### config.mk
export PLATFORM = sky130hd
export DESIGN_NAME = irq_aggr
export DESIGN_NICKNAME = d
export VERILOG_FILES = /design/src/rtl/irq_aggr_pkg.sv /design/src/rtl/irq_edge_det.sv /design/src/rtl/irq_flag_bank.sv /design/src/rtl/irq_clr_track.sv /design/src/rtl/irq_aggr.sv
export SDC_FILE = /design/constraint.sdc
export NUM_CORES = 1
export LEC_CHECK = 0
export ABC_AREA = 1
export BUFFER_PORTS_ARGS = -buffer_cell sky130_fd_sc_hd__buf_2
export CAP_MARGIN = 0
export CORE_MARGIN = 2
export CORE_UTILIZATION = 40
export CTS_BUF_LIST = sky130_fd_sc_hd__clkbuf_8 sky130_fd_sc_hd__clkbuf_16
export DETAILED_ROUTE_END_ITERATION = 8
export GPL_ROUTABILITY_DRIVEN = 1
export PLACE_DENSITY = 0.72
export SLEW_MARGIN = 0
export SYNTH_ARGS = -nofsm -noshare
export SYNTH_HDL_FRONTEND = slang
export SYNTH_SLANG_ARGS = --single-unit
### constraint.sdc
create_clock -name clk_i -period 0.97 [get_ports clk_i]
set_input_delay 0.194 -clock clk_i [delete_from_list [all_inputs] [get_ports clk_i]]
set_output_delay 0.194 -clock clk_i [all_outputs]
set_load 0.01 [all_outputs]
### src/rtl/irq_aggr_pkg.sv
package irq_aggr_pkg;
  typedef enum logic [1:0] {
    MODE_OFF = 2'd0,
    MODE_FULL_A = 2'd1,
    MODE_FULL_B = 2'd2,
    MODE_SW_ONLY = 2'd3
  } mode_e;

  function automatic logic sw_allowed(mode_e m);
    return m != MODE_OFF;
  endfunction

  function automatic logic video_allowed(mode_e m);
    return (m == MODE_FULL_A) || (m == MODE_FULL_B);
  endfunction
endpackage

### src/rtl/irq_edge_det.sv
module irq_edge_det #(
  parameter int unsigned W = 1
) (
  input  logic         clk_i,
  input  logic         rst_ni,
  input  logic [W-1:0] lvl_i,
  output logic [W-1:0] chg_o
);
  logic [W-1:0] prev_q;
  logic         primed_q;

  always_ff @(posedge clk_i or negedge rst_ni) begin
    if (!rst_ni) begin
      prev_q   <= '0;
      primed_q <= 1'b0;
    end else begin
      prev_q   <= lvl_i;
      primed_q <= 1'b1;
    end
  end

  // first edge after reset only captures levels
  assign chg_o = primed_q ? (lvl_i ^ prev_q) : '0;
endmodule

### src/rtl/irq_flag_bank.sv
module irq_flag_bank #(
  parameter int unsigned W = 1
) (
  input  logic         clk_i,
  input  logic         rst_ni,
  input  logic [W-1:0] set_i,
  input  logic         clr_i,
  output logic [W-1:0] flags_o
);
  logic [W-1:0] flag_q;

  always_ff @(posedge clk_i or negedge rst_ni) begin
    if (!rst_ni) flag_q <= '0;
    else         flag_q <= set_i | (clr_i ? '0 : flag_q);
  end

  assign flags_o = flag_q;
endmodule

### src/rtl/irq_clr_track.sv
module irq_clr_track (
  input  logic clk_i,
  input  logic rst_ni,
  input  logic ev_i,
  input  logic rd_a_i,
  input  logic rd_b_i,
  output logic pend_o
);
  logic pend_q, seen_a_q, seen_b_q;
  logic seen_a_d, seen_b_d, both_seen;

  assign seen_a_d  = seen_a_q | rd_a_i;
  assign seen_b_d  = seen_b_q | rd_b_i;
  assign both_seen = seen_a_d & seen_b_d;

  always_ff @(posedge clk_i or negedge rst_ni) begin
    if (!rst_ni) begin
      pend_q   <= 1'b0;
      seen_a_q <= 1'b0;
      seen_b_q <= 1'b0;
    end else if (ev_i) begin
      pend_q   <= 1'b1;
      seen_a_q <= 1'b0;
      seen_b_q <= 1'b0;
    end else if (both_seen) begin
      pend_q   <= 1'b0;
      seen_a_q <= 1'b0;
      seen_b_q <= 1'b0;
    end else begin
      seen_a_q <= seen_a_d;
      seen_b_q <= seen_b_d;
    end
  end

  assign pend_o = pend_q;

  p_event_restarts_r10: assert property (@(posedge clk_i) disable iff (!rst_ni)
    ev_i |=> (pend_q && !seen_a_q && !seen_b_q));

  p_release_after_both_r9: assert property (@(posedge clk_i) disable iff (!rst_ni)
    (pend_q && seen_a_q && rd_b_i && !ev_i) |=> !pend_q);

  p_single_read_holds_r9: assert property (@(posedge clk_i) disable iff (!rst_ni)
    (pend_q && !seen_a_q && !seen_b_q && rd_a_i && !rd_b_i) |=> pend_q);
endmodule

### src/rtl/irq_aggr.sv
module irq_aggr
  import irq_aggr_pkg::*;
#(
  parameter int unsigned NSW   = 2,
  parameter int unsigned NVIN  = 2,
  parameter int unsigned NVOUT = 2,
  parameter int unsigned REG_W = 8
) (
  input  logic             clk_i,
  input  logic             rst_ni,
  input  logic [1:0]       mode_i,
  input  logic             irq_en_i,
  input  logic [NSW-1:0]   sw_i,
  input  logic [NVIN-1:0]  vin_i,
  input  logic [NVOUT-1:0] vload_i,
  input  logic             rd_a_i,
  input  logic             rd_b_i,
  output logic [REG_W-1:0] stat_a_o,
  output logic [REG_W-1:0] stat_b_o,
  output logic             irq_oe_o,
  output logic             irq_n_o
);
  localparam int unsigned NVID = NVIN + NVOUT;

  logic [NSW-1:0]  sw_chg, sw_flags;
  logic [NVID-1:0] vid_lvl, vid_chg, vid_flags;
  logic            ev_gated, pend;
  mode_e           mode;

  assign mode    = mode_e'(mode_i);
  assign vid_lvl = {vload_i, vin_i};

  irq_edge_det #(.W(NSW)) u_sw_det (
    .clk_i(clk_i), .rst_ni(rst_ni), .lvl_i(sw_i), .chg_o(sw_chg));

  irq_edge_det #(.W(NVID)) u_vid_det (
    .clk_i(clk_i), .rst_ni(rst_ni), .lvl_i(vid_lvl), .chg_o(vid_chg));

  irq_flag_bank #(.W(NSW)) u_flags_a (
    .clk_i(clk_i), .rst_ni(rst_ni), .set_i(sw_chg), .clr_i(rd_a_i), .flags_o(sw_flags));

  irq_flag_bank #(.W(NVID)) u_flags_b (
    .clk_i(clk_i), .rst_ni(rst_ni), .set_i(vid_chg), .clr_i(rd_b_i), .flags_o(vid_flags));

  // sources counted toward the line only when enabled and allowed by mode
  assign ev_gated = irq_en_i &
                    ((sw_allowed(mode) & (|sw_chg)) | (video_allowed(mode) & (|vid_chg)));

  irq_clr_track u_clr (
    .clk_i(clk_i), .rst_ni(rst_ni), .ev_i(ev_gated),
    .rd_a_i(rd_a_i), .rd_b_i(rd_b_i), .pend_o(pend));

  generate
    if (REG_W > NSW) begin : g_pad_a
      assign stat_a_o = {{(REG_W-NSW){1'b0}}, sw_flags};
    end else begin : g_full_a
      assign stat_a_o = sw_flags;
    end
    if (REG_W > NVID) begin : g_pad_b
      assign stat_b_o = {{(REG_W-NVID){1'b0}}, vid_flags};
    end else begin : g_full_b
      assign stat_b_o = vid_flags;
    end
  endgenerate

  assign irq_oe_o = pend & irq_en_i;
  assign irq_n_o  = ~irq_oe_o;

  initial begin
    a_width_a: assert (NSW <= REG_W);
    a_width_b: assert (NVID <= REG_W);
  end

  p_flag_on_change_r2: assert property (@(posedge clk_i) disable iff (!rst_ni)
    (|sw_chg) |=> ((sw_flags & $past(sw_chg)) == $past(sw_chg)));

  p_vid_flag_on_change_r3: assert property (@(posedge clk_i) disable iff (!rst_ni)
    (|vid_chg) |=> ((vid_flags & $past(vid_chg)) == $past(vid_chg)));

  p_mode3_no_video_r5: assert property (@(posedge clk_i) disable iff (!rst_ni)
    (mode_i == 2'd3 && !pend && sw_chg == '0) |=> !pend);

  p_mode0_quiet_r6: assert property (@(posedge clk_i) disable iff (!rst_ni)
    (mode_i == 2'd0 && !pend) |=> !pend);

  p_disabled_no_arm_r7: assert property (@(posedge clk_i) disable iff (!rst_ni)
    (!irq_en_i && !pend) |=> !pend);
endmodule

**Word level (Yosys, flattened, before mapping)**

Index checks and enable logic that the tools add are counted.

- Input bits: 13
- Flip-flop bits (word level): 16

- Bitwise logic cells: 13
- Muxes and demuxes: 10
- Equality and inequality tests: 2
- Reduce and logical (&&, ||, !) cells: 5

Operators by type and width:

| operator | count |
|---|---|
| $mux W4 | 2 |
| $mux W1 | 6 |
| $and A1 B1 Y1 | 5 |
| $mux W2 | 2 |
| $or A4 B4 Y4 | 1 |
| $reduce_bool A2 Y1 | 2 |
| $reduce_or A4 Y1 | 1 |
| $xor A4 B4 Y4 | 1 |
| $or A1 B1 Y1 | 3 |
| $eq A2 B1 Y1 const B | 1 |
| $eq A2 B2 Y1 const B | 1 |
| $or A2 B2 Y2 | 1 |
| $reduce_or A2 Y1 | 1 |
| $xor A2 B2 Y2 | 1 |
| $logic_or A1 B1 Y1 | 1 |
| $not A1 Y1 | 1 |

**Logic depth before layout (Yosys ltp)**

Gate-level depths: netlist of the first run.

- Depth after elaboration: 7
- Gate-level depth with buffers: 9

**By module**

Synthesis of the first run repeated with hierarchy kept, for this count alone.

- Cells, all modules: 100
- Area, all modules: 795.8 sq um

By module, submodules not included:

| module | seq. area each (sq um) | times used | area each (sq um) | cells each |
|---|---|---|---|---|
| irq_edge_det (u_vid_det) | 125.1 | 1 | 188.9 | 22 |
| irq_flag_bank (u_flags_b) | 100.1 | 1 | 148.9 | 17 |
| irq_aggr | 0.0 | 1 | 141.4 | 23 |
| irq_clr_track | 75.1 | 1 | 131.4 | 17 |
| irq_edge_det (u_sw_det) | 75.1 | 1 | 108.9 | 12 |
| irq_flag_bank (u_flags_a) | 50.0 | 1 | 76.3 | 9 |

**Worst setup path after synthesis of the first run**

Ideal clock, no wire load.

- Path type: reg-to-reg
- From: register u_vid_det.prev_q[0]
- To: register u_clr.pend_q (netlist: u_clr.pend_o)
- Setup time: 0.121 ns
- Slack: -0.007 ns
- Period minus slack after synthesis: 0.977 ns
- Arrival time: 0.856 ns
- Stages on the path, launching flop included: 9
- Buffers on the path: 0
- Cell sequence: dfrtp_1 -> nor2_1 -> nor2_1 -> nor2_1 -> nand2_1 -> nand2_1 -> nand2_2 -> nand2_1 -> nand2_1

- Word-level cells in the longest chain between the ends: 7
- Elaborated cells on any way between the ends: 8
- Classes of those cells: mux: 2; bitwise: 4; reduce/logical: 2

Ends and longest elaborated chain:

| item | RTL line | source |
|---|---|---|
| start: declaration | irq_edge_det.sv:9 | `logic [W-1:0] prev_q;` |
| start signal: assignment | irq_edge_det.sv:17 | `prev_q <= lvl_i;` |
| $xor A4 B4 Y4 (*) | irq_edge_det.sv:23 | `assign chg_o = primed_q ? (lvl_i ^ prev_q) : '0;` |
| $mux W4 (*) | irq_edge_det.sv:23 |  |
| $reduce_or A4 Y1 (*) | irq_aggr.sv:47 | `((sw_allowed(mode) & (\|sw_chg)) \| (video_allowed(mode) & (\|vid_chg)));` |
| $and A1 B1 Y1 (*) | irq_aggr.sv:47 |  |
| $or A1 B1 Y1 (*) | irq_aggr.sv:47 |  |
| $and A1 B1 Y1 (*) | irq_aggr.sv:46 | `assign ev_gated = irq_en_i &` |
| $mux W1 / $reduce_bool A2 Y1 (equally long branches) | - |  |
| end signal: assignment | irq_clr_track.sv:18 | `pend_q <= 1'b0;` |
| end signal: assignment | irq_clr_track.sv:22 | `pend_q <= 1'b1;` |
| end signal: assignment | irq_clr_track.sv:26 | `pend_q <= 1'b0;` |
| end: declaration | irq_clr_track.sv:9 | `logic pend_q, seen_a_q, seen_b_q;` |

Mark *: on every way between the ends. The rest lies on a longest branch, timed or not.
A chain may end at the register's enable or synchronous reset.

**Worst setup path after layout of the first run**

- From: register u_vid_det.primed_q
- To: register u_clr.pend_q (netlist: u_clr.pend_o)

- Word-level cells in the longest chain between the ends: 6
- Elaborated cells on any way between the ends: 10
- Classes of those cells: mux: 3; bitwise: 4; reduce/logical: 3

Ends and longest elaborated chain:

| item | RTL line | source |
|---|---|---|
| start: declaration | irq_edge_det.sv:10 | `logic primed_q;` |
| start signal: assignment | irq_edge_det.sv:15 | `primed_q <= 1'b0;` |
| start signal: assignment | irq_edge_det.sv:18 | `primed_q <= 1'b1;` |
| $mux W4 / $mux W2 (equally long branches) | - |  |
| $reduce_or A4 Y1 / $reduce_or A2 Y1 (equally long branches) | - |  |
| $and A1 B1 Y1 | irq_aggr.sv:47 |  |
| $or A1 B1 Y1 (*) | irq_aggr.sv:47 |  |
| $and A1 B1 Y1 (*) | irq_aggr.sv:46 |  |
| $mux W1 / $reduce_bool A2 Y1 (equally long branches) | - |  |

Marked as above.

==> results of run 1 <==
## routing by layer
metal	up-vias	routed length, um	track usage (%)
met5	-	0	0
met4	0	42	12.0
met3	5	77	3.53
met2	18	618	21.4
met1	262	531	15.4
li1	294	-	-
## sequential cells by signal (all words and copies together), names as in the netlist
register and count:
u_clr.seen_b_q 1, u_vid_det.primed_q 1, u_clr.seen_a_q 1, u_sw_det.prev_q 2, u_clr.pend_o 1, u_vid_det.prev_q 4, u_flags_b.flags_o 4, u_flags_a.flags_o 2
## through the flow
step                cell area (um^2)  TNS (ns)
floorplan                        759         0
detailed placement               831    -0.221
CTS                              893    -0.333
finish                           937    -0.400
global placement                 831    -0.140
global route                     937    -0.805
## worst max path at each step
stage	endpoint
floorplan	u_clr.pend_o
global route	u_clr.pend_o
CTS	irq_oe_o
detailed placement	u_clr.pend_o
finish	u_clr.pend_o
global placement	u_clr.pend_o
## synth_stat cells (all sizes together)
library cell   n
buf           10
o21ai          7
dfrtp         16
ha             1
nand2         26
nor2          12
a21oi          2
inv            6
conb           2
xor2           2
## worst max-delay path, stage by stage (launching register included)
cell and delay [ns]:
sky130_fd_sc_hd__dfrtp_1 0.43, sky130_fd_sc_hd__nand2_1 0.11, sky130_fd_sc_hd__nor2_1 0.05, sky130_fd_sc_hd__nor2_1 0.08, sky130_fd_sc_hd__nand2_1 0.06, sky130_fd_sc_hd__nand2_1 0.07, sky130_fd_sc_hd__nand2_2 0.07, sky130_fd_sc_hd__nand2_1 0.07
sky130_fd_sc_hd__nand2_1 0.05
## cell families after synthesis
kind of cell	Yosys count	synth area share, %
AO/OA/AOI/OAI	9	6.21
XOR/XNOR	2	2.41
adder cells (fa/ha/maj)	1	1.72
buffers and inverters	16	13.4
flip-flops	16	55.2
other	2	1.03
AND/OR/NAND/NOR	38	20.0
## layout make-up
type,instances,share of cell area (%)
clock buffers,3,4.41
inverters,6,2.40
multi-input cells,61,29.8
flip-flops and latches,16,42.7
well taps,25,3.34
repair buffers,28,17.4
## power by group through the flow
| stage | clock (W) | combinational (W) | sequential [W] |
|---|---|---|---|
| floorplan | 0 | 0.000145 | 0.000778 |
| global placement | 0 | 0.000236 | 0.000763 |
| detailed placement | 0 | 0.000238 | 0.000768 |
| CTS | 0.000496 | 0.000248 | 0.000755 |
| global route | 0.000523 | 0.000315 | 0.000763 |
| finish | 0.000485 | 0.000276 | 0.000756 |
## timing repair
| item | CTS | global route |
|---|---|---|
| hold endpoints to repair | 16 | 0 |
| pin swaps | 4 | 1 |
| cloned | 0 | 0 |
| hold buffers | 1 | 0 |
| buffers inserted | 1 | 4 |
| resized for setup | 1 | 5 |
| setup endpoints to repair | 5 | 10 |
==> flow_summary.json, run 1 <==
{
  "antenna_cells_inserted": 0,
  "num-nets-final": 130,
  "setup_ws_ns": -0.125,
  "ir_worst_vdd_v": 0.00113,
  "ff2ff_path_depth": 8,
  "post-place-ws_ns": -0.0813,
  "grt_setup_unrepaired": "true",
  "port-buffer-count": 20,
  "final_core_utilization_pct": 54.9,
  "post_synth_inst_count": 84,
  "holdWs_ns": 0.0766,
  "switchingPower_w": 0.000396,
  "worst_clock_skew_ns": 0.00418,
  "critPathArrivalTime_ns": 1.23,
  "syn_to_final_growth_pct": 29.1,
  "drv.max_cap_violation_count": 0,
  "avgRoutedWirePerCell_um": 9.13,
  "period_minus_slack_ns": 1.10,
  "grt_pass1_vias": 490,
  "end_kind": "flip-flop",
  "clkLatencyLatePin_ns": 0.25,
  "postRouteAntennaNets": 0,
  "whs_endpoint": "u_sw_det.prev_q[0]",
  "final_layout_size_suffix_gt1_share_pct": 32.5,
  "drc": 0,
  "numCtsBuffers": 3,
  "mostFrequentLayoutCell": "sky130_fd_sc_hd__nand2_1",
  "comb_power_share_pct": 18.2,
  "core_area_um2": 1710,
  "grt_use_total_pct": 13.8,
  "die-width_um": 46.6,
  "die_y_um": 46.6,
  "internal-power_w": 0.00112,
  "power.density_cell_area_nw_per_um2": 1620,
  "synthDistinctLibCells": 11,
  "worst-path-max-fanout": 5,
  "multi_input_comb_area_um2": 279,
  "cts.root.buffer_cell": "sky130_fd_sc_hd__clkbuf_8",
  "instances_no_fill": 139,
  "worstReg2RegEnd": "u_clr.pend_o",
  "dp_hpwl_um": 935,
  "synth_seq_area_share_pct": 55.2,
  "critPathLaunch": "u_vid_det.primed_q",
  "pwr-share-seq_pct": 49.8,
  "power.total_w": 0.00152,
  "setup_violations": 5,
  "final_period_utilization_pct": 113,
  "number_of_antenna_violations_at_the_first_check_in_global_routing": 0,
  "timing.fmax_ghz": 0.913,
  "most_frequent_cells_in_the_layout": "24 x sky130_fd_sc_hd__nand2_1, 20 x sky130_fd_sc_hd__buf_2, 16 x sky130_fd_sc_hd__dfrtp_1",
  "grt-ovfl-total": 0,
  "number_of_detailed_route_iterations_in_the_first_pass": 4,
  "setup.worst_path.class": "reg -> reg",
  "clk_pin_slew_ns": 0.06,
  "cts_buffer_depth": 2,
  "failed_checks": "setup timing",
  "cts.sink_count": 16,
  "io_pins": 31,
  "htreeDepth": 1,
  "syn_area_um2": 726,
  "fillers": 163,
  "leakage_power_of_the_design_nw": 0.522,
  "drtIter0Drc": 7,
  "pin_count_of_the_biggest_net_entering_global_routing": 17,
  "critical_path_required_ns": 1.11,
  "worstReg2RegStart": "u_vid_det.primed_q",
  "status": "complete, but fails checks",
  "placed_cells": 130,
  "cts_tree": "built",
  "post_synthesis_mean_instance_area_um2": 8.64,
  "final-seq-area_um2": 400,
  "synth_area_leader_cell": "sky130_fd_sc_hd__dfrtp_1",
  "rows": 15,
  "initial_util_pct": 42.5,
  "reg2reg_slack_ns": -0.13,
  "ys_seq_elements": 16,
  "wire_length_of_the_first_global_routing_pass_um": 1930,
  "routabilityCongestion": 0.815,
  "synth_top_cell_area_share_pct": 55.2,
  "share_clk_of_total_power_pct": 32.0,
  "whs_path_depth": 1,
  "route.final.wire_length_um": 1270,
  "yosys_warnings": 0,
  "top_area_cells_in_the_synthesized_netlist": "sky130_fd_sc_hd__dfrtp_1 55%, sky130_fd_sc_hd__nand2_1 13%, sky130_fd_sc_hd__buf_4 10%",
  "timing_max_transition_violations_final": 0,
  "worstHoldStart": "sw_i[0]",
  "timing.critical_path.from_type": "flip-flop",
  "detail_route.vias_per_cell": 4.17,
  "route.vias.total": 579,
  "timing.hold.worst.class": "in -> reg",
  "switching_share_pct": 26.1,
  "endpoints_failing_hold": 0,
  "dieArea_um2": 2170
}
(Power assumes the default switching activity.)
==> run 2: changes to the inputs <==
Settings changed: CORE_UTILIZATION 40 to 42, PLACE_DENSITY 0.72 to 0.73, SYNTH_HIERARCHICAL from default to 1.
==> run 2 against run 1 <==
Against the previous run: the flow still finishes with violations (setup timing); utilization grew 2.8 points; synthesized cell count up 19%; sequential share of layout area shrank 0.43 points; via count up 6.6%; wire length grew 6.3%; largest cell class unchanged.
==> flow_summary.json, run 2 <==
{
  "status": "complete, but fails checks",
  "failed_checks": "setup timing",
  "yosys_warnings": 6,
  "cts.root.buffer_cell": "sky130_fd_sc_hd__clkbuf_8",
  "synth-edff-count": 0,
  "drc": 0,
  "die-width_um": 47.5,
  "clk_pin_slew_ns": 0.06,
  "synthDistinctLibCells": 12,
  "syn_area_um2": 796,
  "grt_setup_unrepaired": "true",
  "post_synth_arst_share_pct": 100,
  "final_layout_size_suffix_gt1_share_pct": 29.7,
  "post_synthesis_mean_instance_area_um2": 7.96,
  "number_of_detailed_route_iterations_in_the_first_pass": 3,
  "synth_seq_area_share_pct": 53.5,
  "cts.sink_count": 17,
  "worst_clock_skew_ns": 0.000732,
  "initial_util_pct": 45.6,
  "cts_buffer_depth": 2,
  "setup.worst_path.class": "reg -> reg",
  "wire_length_of_the_first_global_routing_pass_um": 2090,
  "grt-ovfl-total": 0,
  "drv.max_cap_violation_count": 0,
  "die_y_um": 47.5,
  "path_common_cell": "sky130_fd_sc_hd__nand2_1",
  "dp_hpwl_um": 1000,
  "mostFrequentLayoutCell": "sky130_fd_sc_hd__nand2_1",
  "grt_use_total_pct": 14.2,
  "setup_ws_ns": -0.137,
  "route.final.wire_length_um": 1350,
  "yosys.cell_count.top_type": "sky130_fd_sc_hd__nand2_1",
  "synth_area_leader_cell": "sky130_fd_sc_hd__dfrtp_1",
  "critPathArrivalTime_ns": 1.30,
  "leakage_power_of_the_design_nw": 0.588,
  "timing.fmax_ghz": 0.904,
  "detailed_place.area_um2": 901,
  "timing.critical_path.from_type": "flip-flop",
  "ir_worst_vdd_v": 0.00118,
  "num-nets-final": 143,
  "pin_count_of_the_biggest_net_entering_global_routing": 18,
  "post-route-cell-area_um2": 1010,
  "endpoints_failing_hold": 0,
  "period_minus_slack_ns": 1.11,
  "number_of_antenna_violations_at_the_first_check_in_global_routing": 0,
  "power.density_cell_area_nw_per_um2": 1600,
  "timing_max_transition_violations_final": 0,
  "holdWs_ns": 0.0723,
  "post-place-ws_ns": -0.154,
  "instances_no_fill": 153,
  "route.vias.total": 617,
  "critical_path.max_stage_delay_ns": 0.38,
  "htreeDepth": 1,
  "syn_to_final_growth_pct": 26.4,
  "routabilityCongestion": 0.710,
  "rows": 15,
  "postRouteAntennaNets": 0,
  "final_period_utilization_pct": 114,
  "numCtsBuffers": 3,
  "ys_seq_elements": 17,
  "critical_path_required_ns": 1.16,
  "avgRoutedWirePerCell_um": 8.82,
  "synth_commonest_cells": "33 x sky130_fd_sc_hd__nand2_1, 17 x sky130_fd_sc_hd__dfrtp_1, 16 x sky130_fd_sc_hd__inv_1",
  "setup_violations": 5,
  "cts_tree": "built",
  "synth_top_cell_area_share_pct": 53.5,
  "most_frequent_cells_in_the_layout": "32 x sky130_fd_sc_hd__nand2_1, 17 x sky130_fd_sc_hd__buf_2, 17 x sky130_fd_sc_hd__dfrtp_1",
  "placed_cells": 146,
  "post_synth_inst_count": 100,
  "synth_flop_cell": "sky130_fd_sc_hd__dfrtp_1",
  "drtIter0Drc": 5,
  "worst-path-max-fanout": 3,
  "end_kind": "flip-flop",
  "series_of_cell_instances_along_the_critical_path": "nand2_1 -> nand2_1 -> nor2_2 -> o21bai_1 -> a21oi_2 -> inv_1 -> nand2_1",
  "io_pins": 31,
  "antenna_cells_inserted": 0,
  "dieArea_um2": 2260,
  "top_area_cells_in_the_synthesized_netlist": "sky130_fd_sc_hd__dfrtp_1 53%, sky130_fd_sc_hd__nand2_1 16%, sky130_fd_sc_hd__buf_4 9.4%",
  "detail_route.vias_per_cell": 4.03,
  "tns_ns": -0.568,
  "port-buffer-count": 20,
  "core_area_um2": 1750,
  "clkLatencyLatePin_ns": 0.25,
  "critical_path.slowest_cell": "sky130_fd_sc_hd__dfrtp_1",
  "grt_pass1_vias": 552,
  "timing.hold.worst.class": "in -> reg"
}
-- run 2: cell families after synthesis --
kind of cell | after synthesis | share of synthesized area (%)
flops | 17 | 53.5
simple gates | 50 | 24.1
buf+inv | 27 | 17.5
fa+ha+maj | 1 | 1.57
compound gates | 2 | 2.04
other cells | 3 | 1.41
-- run 2: path summary, 6_finish.rpt --
check | startpoint | slack, ns | end | cells past startpoint
max reg2reg | u_sw_det/prev_q[1] | -0.14 | u_clr/pend_o | 7
min reg2reg | u_flags_a/flags_o[1] | 0.48 | u_flags_a/flags_o[1] | 2
max in group asynchronous | rst_ni | 0.32 | u_flags_b/flags_o[2] | 2
min in group asynchronous | rst_ni | 0.38 | u_vid_det/prev_q[0] | 2
max | u_sw_det/prev_q[1] | -0.14 | u_clr/pend_o | 7
min | vload_i[1] | 0.07 | u_vid_det/prev_q[3] | 1
-- run 2: layout make-up --
class / count / area (um^2)
clock buffers: 3 / 41.3
well taps: 25 / 31.3
inverters: 17 / 63.8
multi-input cells: 65 / 280
flip-flops and latches: 17 / 425
clock inverters: 1 / 5.00
repair buffers: 25 / 159
fillers: 183 / 739
-- run 2: metal layers --
metal,track usage [%],up-vias,wire [um]
li1,-,324,-
met1,14.5,272,561
met2,26.8,19,702
met3,3.40,2,74
met4,6.67,0,10
met5,0,-,0
-- run 2: metrics by stage --
stage                     util, %  power, W
final                        57.6   0.00161
after global routing         57.6   0.00171
after CTS                    56.1   0.00162
after detailed placement     51.6   0.00106
after global placement       51.6   0.00105
after floorplan                 -  0.000974
-- run 2: what timing repair did --
action	CTS	global route
pin swaps	5	2
hold endpoints to repair	17	0
gates cloned	0	0
endpoints found under the setup margin	11	11
gates resized for setup	3	7
buffers inserted	2	0
hold buffers	1	0
-- run 2: power breakdown --
group / switching [W] / internal [W] / total (W) / leakage (nW)
sequential: 0.0000317 / 0.000767 / 0.000799 / 0.203
combinational: 0.000161 / 0.000129 / 0.000290 / 0.360
clock: 0.000239 / 0.000285 / 0.000524 / 0.0255
total: 0.000432 / 0.00118 / 0.00161 / 0.588
-- run 2: worst max-delay path: cells and delay by family (launching register included) --
kind / cells / cell delay [ns]
compound gates: 2 / 0.29
buf+inv: 1 / 0.06
flops: 1 / 0.38
simple gates: 4 / 0.32
